### src/rtl/ddr_burst_pkg.sv
`timescale 1ns/1ps
package ddr_burst_pkg;
    typedef enum logic [1:0] {
        OP_NOP  = 2'b00,
        OP_RD   = 2'b01,
        OP_WR   = 2'b10,
        OP_STOP = 2'b11
    } op_e;

    typedef enum logic {
        ST_IDLE,
        ST_BURST
    } st_e;

    localparam logic [2:0] BLC_4    = 3'b010;
    localparam logic [2:0] BLC_8    = 3'b011;
    localparam int         TYPE_BIT = 3;
    localparam int         IDX_W    = 3;
endpackage

### src/rtl/burst_order.sv
`timescale 1ns/1ps
module burst_order #(
    parameter int COL_W = 10,
    parameter int IDX_W = 3
) (
    input  logic [COL_W-1:0] start_col,
    input  logic [IDX_W-1:0] idx,
    input  logic             bl8,
    input  logic             ilv,
    output logic [COL_W-1:0] col
);
    logic [1:0] low_seq;
    logic [1:0] low_ilv;

    assign low_seq = start_col[1:0] + idx[1:0];
    assign low_ilv = start_col[1:0] ^ idx[1:0];

    always_comb begin
        col      = start_col;
        col[1:0] = ilv ? low_ilv : low_seq;
        // bit 2 flips after the first nibble in both orderings
        if (bl8) begin
            col[2] = start_col[2] ^ idx[2];
        end
    end
endmodule

### src/rtl/cmd_judge.sv
`timescale 1ns/1ps
module cmd_judge
    import ddr_burst_pkg::*;
(
    input  logic       busy,
    input  logic       on_last,
    input  logic       cur_bl8,
    input  logic       cur_write,
    input  logic       cmd_valid,
    input  logic [1:0] cmd_op,
    input  logic       len_ok,
    output logic       start,
    output logic       bad_interrupt,
    output logic       stop_req,
    output logic       bad_len
);
    logic is_rw;
    logic slot_free;
    logic may_cut;

    assign is_rw     = cmd_valid && (cmd_op == OP_RD || cmd_op == OP_WR);
    assign slot_free = !busy || on_last;
    assign may_cut   = busy && !on_last && cur_bl8 && ((cmd_op == OP_WR) == cur_write);

    assign bad_len       = is_rw && !len_ok;
    assign stop_req      = cmd_valid && (cmd_op == OP_STOP);
    assign start         = is_rw && len_ok && (slot_free || may_cut);
    assign bad_interrupt = is_rw && len_ok && !slot_free && !may_cut;
endmodule

### src/rtl/ddr_burst_seq.sv
`timescale 1ns/1ps
module ddr_burst_seq
    import ddr_burst_pkg::*;
#(
    parameter int COL_W = 10
) (
    input  logic             clk,
    input  logic             rst_n,
    input  logic [3:0]       mode_cfg,
    input  logic             cmd_valid,
    input  logic [1:0]       cmd_op,
    input  logic [COL_W-1:0] cmd_col,
    output logic             beat_valid,
    output logic [COL_W-1:0] beat_col,
    output logic             beat_last,
    output logic             beat_write,
    output logic             err_illegal,
    output logic             err_stop,
    output logic             err_mode
);
    localparam logic [IDX_W-1:0] LAST4 = IDX_W'(3);
    localparam logic [IDX_W-1:0] LAST8 = IDX_W'(7);

    st_e              state_q, state_d;
    logic [IDX_W-1:0] cnt_q;
    logic [COL_W-1:0] lat_col;
    logic             lat_bl8, lat_ilv, lat_wr;

    logic mode_len_ok, mode_bl8, mode_ilv;
    logic on_last, start;
    logic j_bad_int, j_stop, j_bad_len;

    assign mode_len_ok = (mode_cfg[2:0] == BLC_4) || (mode_cfg[2:0] == BLC_8);
    assign mode_bl8    = (mode_cfg[2:0] == BLC_8);
    assign mode_ilv    = mode_cfg[TYPE_BIT];

    assign on_last = (state_q == ST_BURST) && (cnt_q == (lat_bl8 ? LAST8 : LAST4));

    cmd_judge u_judge (
        .busy          (state_q == ST_BURST),
        .on_last       (on_last),
        .cur_bl8       (lat_bl8),
        .cur_write     (lat_wr),
        .cmd_valid     (cmd_valid),
        .cmd_op        (cmd_op),
        .len_ok        (mode_len_ok),
        .start         (start),
        .bad_interrupt (j_bad_int),
        .stop_req      (j_stop),
        .bad_len       (j_bad_len)
    );

    burst_order #(.COL_W(COL_W), .IDX_W(IDX_W)) u_order (
        .start_col (lat_col),
        .idx       (cnt_q),
        .bl8       (lat_bl8),
        .ilv       (lat_ilv),
        .col       (beat_col)
    );

    // next-state decision
    always_comb begin
        state_d = state_q;
        unique case (state_q)
            ST_IDLE: begin
                if (start) state_d = ST_BURST;
            end
            ST_BURST: begin
                if (start)        state_d = ST_BURST;
                else if (on_last) state_d = ST_IDLE;
            end
        endcase
    end

    // state register
    always_ff @(posedge clk) begin
        if (!rst_n) state_q <= ST_IDLE;
        else        state_q <= state_d;
    end

    // beat counter, burst latches and error pulses
    always_ff @(posedge clk) begin
        if (!rst_n) begin
            cnt_q       <= '0;
            lat_col     <= '0;
            lat_bl8     <= 1'b0;
            lat_ilv     <= 1'b0;
            lat_wr      <= 1'b0;
            err_illegal <= 1'b0;
            err_stop    <= 1'b0;
            err_mode    <= 1'b0;
        end else begin
            if (start) begin
                cnt_q   <= '0;
                lat_col <= cmd_col;
                lat_bl8 <= mode_bl8;
                lat_ilv <= mode_ilv;
                lat_wr  <= (cmd_op == OP_WR);
            end else if (state_q == ST_BURST && !on_last) begin
                cnt_q <= cnt_q + 1'b1;
            end
            err_illegal <= j_bad_int;
            err_stop    <= j_stop;
            err_mode    <= j_bad_len;
        end
    end

    assign beat_valid = (state_q == ST_BURST);
    assign beat_last  = on_last;
    assign beat_write = beat_valid && lat_wr;
endmodule

### config.mk
export PLATFORM = sky130hd
export DESIGN_NAME = ddr_burst_seq
export DESIGN_NICKNAME = d
export VERILOG_FILES = /design/src/rtl/ddr_burst_pkg.sv /design/src/rtl/burst_order.sv /design/src/rtl/cmd_judge.sv /design/src/rtl/ddr_burst_seq.sv
export SDC_FILE = /design/constraint.sdc
export NUM_CORES = 1
export LEC_CHECK = 0
export BUFFER_PORTS_ARGS = -buffer_cell sky130_fd_sc_hd__buf_2
export CAP_MARGIN = 30
export CORE_UTILIZATION = 31
export DETAILED_ROUTE_END_ITERATION = 8
export SLEW_MARGIN = 20
export SYNTH_ARGS = -nofsm -noshare
export SYNTH_HDL_FRONTEND = slang
export SYNTH_SLANG_ARGS = --single-unit
### constraint.sdc
create_clock -name clk -period 3.8 [get_ports clk]
set_input_delay 0.38 -clock clk [delete_from_list [all_inputs] [get_ports clk]]
set_output_delay 0.38 -clock clk [all_outputs]
set_load 0.03 [all_outputs]
* Word-level counts from Yosys, hierarchy flattened
Cells that the tools add are included.
Storage, ports and cells: register bits 20, bits of input ports 19, output and inout bits 16, word-level logic and storage cells 51
Cells by class: $add $sub $neg 2, equal/unequal tests 7, mux-type cells 7, bitwise gates (word level) 4, reductions and logical operators 22
Operators by type and width (number):
- logical AND 1 bit | 12
- == test 3 x 2 -> 1 bit (second input constant) | 2
- logical NOT 1 bit | 5
- == test 2 bit (second input constant) | 2
- logical OR 1 bit | 4
- two-way mux 1 bit | 4
- adder 3 x 1 -> 3 bit (second input constant) | 1
- == test 3 bit | 1
- two-way mux 3 bit | 1
- adder 2 bit | 1
- == test 2 x 1 -> 1 bit (second input constant) | 1
- two-way mux 2 bit | 1
- NOT 1 bit | 2
- one-hot mux 1 bit (2 select lines) | 1
- OR reduction 2 bit | 1
- bitwise XOR 2 bit | 1
- == test 1 bit | 1
- bitwise XOR 1 bit | 1

* Logic depth before layout (Yosys ltp)
word-level depth 11, mapped depth 7, mapped depth without buffers 6

* Cells and area by module
From an unflattened synthesis, not the netlist that was laid out.
Second synthesis, totals: cell total of the unflattened synthesis 104, area total of the unflattened synthesis 1029.7 µm²
By module, submodules not included:
- ddr_burst_seq | times used 1, cells each 81, area an instance 844.6 µm², sequential area each 400.4 µm²
- burst_order | times used 1, cells each 13, area an instance 101.3 µm², sequential area each 0.0 µm²
- cmd_judge | times used 1, cells each 10, area an instance 83.8 µm², sequential area each 0.0 µm²

* Worst setup path before layout
OpenSTA, ideal clock, no wires.
kind register to output, start reg cnt_q[0], end out beat_col[1], data arrival time 1.149 ns, required time 3.420 ns, setup slack 2.271 ns, cell stages (with the launch flop) 4, path buffers 0, cell sequence dfxtp_1 ha_1 nor2b_1 xnor2_1
Between the ends: longest elaborated chain between the ends 2
Ends and longest elaborated chain:
- from (decl) | RTL line ddr_burst_seq.sv:25 | logic [IDX_W-1:0] cnt_q;
- from (signal assigned) | RTL line ddr_burst_seq.sv:100 | cnt_q <= cnt_q + 1'b1;
- adder 2 bit | RTL line burst_order.sv:15 | assign low_seq = start_col[1:0] + idx[1:0];
- two-way mux 2 bit | RTL line burst_order.sv:20 | col[1:0] = ilv ? low_ilv : low_seq;
- to (decl) | RTL line ddr_burst_seq.sv:14 | output logic [COL_W-1:0] beat_col,
No other way between the ends.

* Worst setup path in the final report
start reg cnt_q[1], end reg lat_col[0]
Between the ends: longest elaborated chain between the ends 8, elaborated cells between the ends (all ways) 9, those cells by class eq/ne (1); reduce/logical (8)
Ends and longest elaborated chain:
- == test 3 bit (*) | RTL line ddr_burst_seq.sv:37 | assign on_last = (state_q == ST_BURST) && (cnt_q == (lat_bl8 ? LAST8 : LAST4));
- logical AND 1 bit (*) | RTL line ddr_burst_seq.sv:37
- logical NOT 1 bit | RTL line cmd_judge.sv:23 | assign may_cut = busy && !on_last && cur_bl8 && ((cmd_op == OP_WR) == cur_write);
- logical AND 1 bit (3 in a row) | RTL line cmd_judge.sv:23
- logical OR 1 bit (*) | RTL line cmd_judge.sv:27 | assign start = is_rw && len_ok && (slot_free || may_cut);
- logical AND 1 bit (*) | RTL line cmd_judge.sv:27
- to (signal assigned) | RTL line ddr_burst_seq.sv:95 | lat_col <= cmd_col;
- to (decl) | RTL line ddr_burst_seq.sv:26 | logic [COL_W-1:0] lat_col;
Every way passes the cells marked *; elsewhere a longest branch is shown, timed or not. A chain may end at the register's enable or synchronous reset.

==> flow_metrics.env <==
export IMPL_die_area_sq_mm=0.003598
export IMPL_routedWlPerCell_microns=12.18
export IMPL_power_internal_w=0.0002936
export IMPL_cts_max_level=1
export IMPL_status="finished clean"
export IMPL_synth_mux_area_share_pct=1.441
export IMPL_critPathSlowestCell="o221ai_1"
export IMPL_drtPass1Iterations=4
export IMPL_ys_seq_area_share_pct=38.42
export IMPL_whs_path_depth=3
export IMPL_gp_congestion=0.7339
export IMPL_vias=883
export IMPL_required_ns=4.04
export IMPL_critPathMaxStageDelay_ns=0.54
export IMPL_whs_ns=0.3167
export IMPL_arrival_ns=2.03
export IMPL_synth_simple_gate_area_share_pct=15.37
export IMPL_grt_overflow=0
export IMPL_row_count=20
export IMPL_grt_first_pass_wirelength_microns=3608
export IMPL_peakVddDrop_mv=0.1421
export IMPL_slew_headroom_pct=54.09
export IMPL_synth_common_cells="20 x dfxtp_1, 13 x nand3_1, 9 x buf_4"
export IMPL_clock_root_buffer="clkbuf_4"
export IMPL_fillers=336
export IMPL_yosysTopAreaCellShare_pct=38.42
export IMPL_synthArstFlopShare_pct=0
export IMPL_wl_met3_microns=123
export IMPL_hold_viol_final=0
export IMPL_fin_setup_tns_ns=0
export IMPL_combPwrFrac_pct=13.1
export IMPL_dp_cells=177
export IMPL_ys_types=33
export IMPL_syn_nets=135
export IMPL_fin_cells=182
export IMPL_fp_dieW_microns=59.99
export IMPL_reg2regPathDepth=6
export IMPL_synth_adder_area_share_pct=4.802
export IMPL_top_layer="met4"
export IMPL_yosys_area_top_type="dfxtp_1"
export IMPL_p_leak_nw=0.5364
export IMPL_min_path_type="in2reg"
export IMPL_die_h_microns=59.99
export IMPL_clock_path_buffers=2
export IMPL_tightest_slew_ns=0.6887
export IMPL_viasPerCell=4.852
export IMPL_maxCapViolCount=0
export IMPL_synth_compound_area_share_pct=24.85
export IMPL_core_sq_mm=0.003128
export IMPL_port_buffers=34
export IMPL_p_sw_share_pct=24.79
export IMPL_antenna_diode_count=0
export IMPL_syn_avg_cell_area_sq_um=9.306
export IMPL_worstPathMaxFanout=7
export IMPL_finalSetupViolCount=0
export IMPL_wirelength_met1_microns=1039
export IMPL_worst_setup_path_start_kind="flop"
export IMPL_total_switching_power_w=0.00009678
export IMPL_start_util_pct=33.32
export IMPL_cp_end_kind="flop"
export IMPL_ys_ff_latch=20
export IMPL_area_growth_syn_to_layout_pct=17.05
export IMPL_ctsHoldBuffers=0
export IMPL_grt_usage_pct=13.89
export IMPL_max_freq_mhz=557.4
export IMPL_rsz0062_at_grt="no"
export IMPL_synth_most_common_cell="dfxtp_1"
export IMPL_report_final_slew_viol_count=0
export IMPL_ioPinCount=35
export IMPL_cts_setup_buffers=0
export IMPL_grt_max_degree=21
export IMPL_final_util_pct=39.00
export IMPL_finalCritPeriodShare_pct=47.21
export IMPL_synthTopCellsByArea="dfxtp_1 38%, buf_4 6.5%, nand3_1 6.2%, ha_1 4.8%, a21boi_2 4.3%"
export IMPL_clk_pin_slew_ns=0.11
export IMPL_synth_edf_count=0
export IMPL_antenna_left=0
export IMPL_cts_sinks=20
export IMPL_antenna_found_initial=0
export IMPL_power_density_mw_per_mm2=320.0
export IMPL_fin_skew_ns=0.006902
export IMPL_syn_instance_count=112
export IMPL_cp_cell_sequence="ha_1 -> inv_1 -> o221ai_1 -> buf_4 -> nand3_1 -> a21boi_1"
export IMPL_dr_first_iter_drc_count=31
export IMPL_synth_ff_type="dfxtp_1"
export IMPL_power_w=0.0003904
export IMPL_pwr_share_seq_pct=55.9
export IMPL_clkLatencyLatePin_ns=0.30
export IMPL_cts_tree="yes"
export IMPL_yosysWarningCount=0
export IMPL_hpwl_microns=1642
export IMPL_fin_crit_ns=1.794
export IMPL_drive_gt1_share_pct=36.96
export IMPL_grt_pass1_vias=861
export IMPL_pwr_share_clk_pct=31.1
export IMPL_synthXorXnorAreaFrac_pct=4.922
export IMPL_fin_nets=162
export IMPL_cts_resized=0
export IMPL_drc=0
export IMPL_cts_buffers=3
export IMPL_wl_microns=2217
export IMPL_synth_top_family_by_area="compound AO/OA/AOI/OAI gates"
export IMPL_routed_wl_met2_microns=1019
export IMPL_syn_area_sq_mm=0.001042
export IMPL_crit_type="reg2reg"
==> cells in the final DEF, fill, tap and decap left out, types with 2 or more instances in the layout <==
cell type and n:
o21ai_0 5, ha_1 4, nand3_1 13, a21boi_0 5
a21boi_2 4, and3_1 4, buf_2 34, nand2_1 4
a21boi_1 5, nor2b_1 2, dfxtp_1 20, inv_1 4
o21ai_2 4, nand2b_1 2, clkbuf_4 3, o21ai_1 6
xnor2_1 3
==> worst paths after layout <==
check / startpoint / endpoint / slack [ns]
max: cnt_q[1] / lat_col[0] / 2.01
min: mode_cfg[3] / lat_ilv / 0.32
max reg2reg: cnt_q[1] / lat_col[0] / 2.01
min reg2reg: lat_col[6] / lat_col[6] / 0.47
==> state kept, by name (all words and copies together), names as in the netlist <==
signal / count
err_mode: 1
lat_bl8: 1
err_stop: 1
lat_wr: 1
lat_ilv: 1
beat_valid: 1
cnt_q: 3
err_illegal: 1
lat_col: 10
==> logic make-up after synthesis <==
family                     Yosys count
AOI/OAI and AO/OA                   35
and+or+nand+nor                     30
DFF                                 20
buffers and inverters               17
xor gates and xnor gates             5
adders and majority gates            4
muxes                                1
==> power by group through the flow <==
stage / Combinational [W] / Sequential (W) / Clock (W)
after floorplan: 0.0000341 / 0.000225 / 0
after global placement: 0.0000495 / 0.000223 / 0
after detailed placement: 0.0000510 / 0.000223 / 0
after CTS: 0.0000512 / 0.000218 / 0.000125
after global routing: 0.0000563 / 0.000219 / 0.000132
final: 0.0000510 / 0.000218 / 0.000121
==> critical path, delay by kind of cell (launching register included) <==
| kind | cells | cell delay, ns |
|---|---|---|
| AOI/OAI and AO/OA | 2 | 0.69 |
| DFF | 1 | 0.41 |
| buffers and inverters | 2 | 0.35 |
| adders and majority gates | 1 | 0.19 |
| and+or+nand+nor | 1 | 0.09 |
==> routing by layer <==
metal	vias to the layer above	track usage [%]
met5	-	0
met4	0	6.645
met3	2	4.113
met2	29	22.38
met1	412	16.82
li1	440	-
==> through the flow <==
step / setup slack, ns / area [sq um]
final: 2.006 / 1220
after global routing: 1.849 / 1220
after CTS: 1.813 / 1212
after detailed placement: 1.554 / 1176
after global placement: 1.711 / 1176
after floorplan: 2.271 / 1042
==> cell type report <==
type	instances	area, sq um	area share [%]
Clock buffer	4	36.28	2.974
Inverter	4	15.01	1.231
Multi-Input combinational cell	75	535.5	43.90
Sequential cell	20	400.4	32.82
Tap cell	44	55.05	4.513
Timing Repair Buffer	35	177.7	14.56
(Power assumes the default switching activity.)
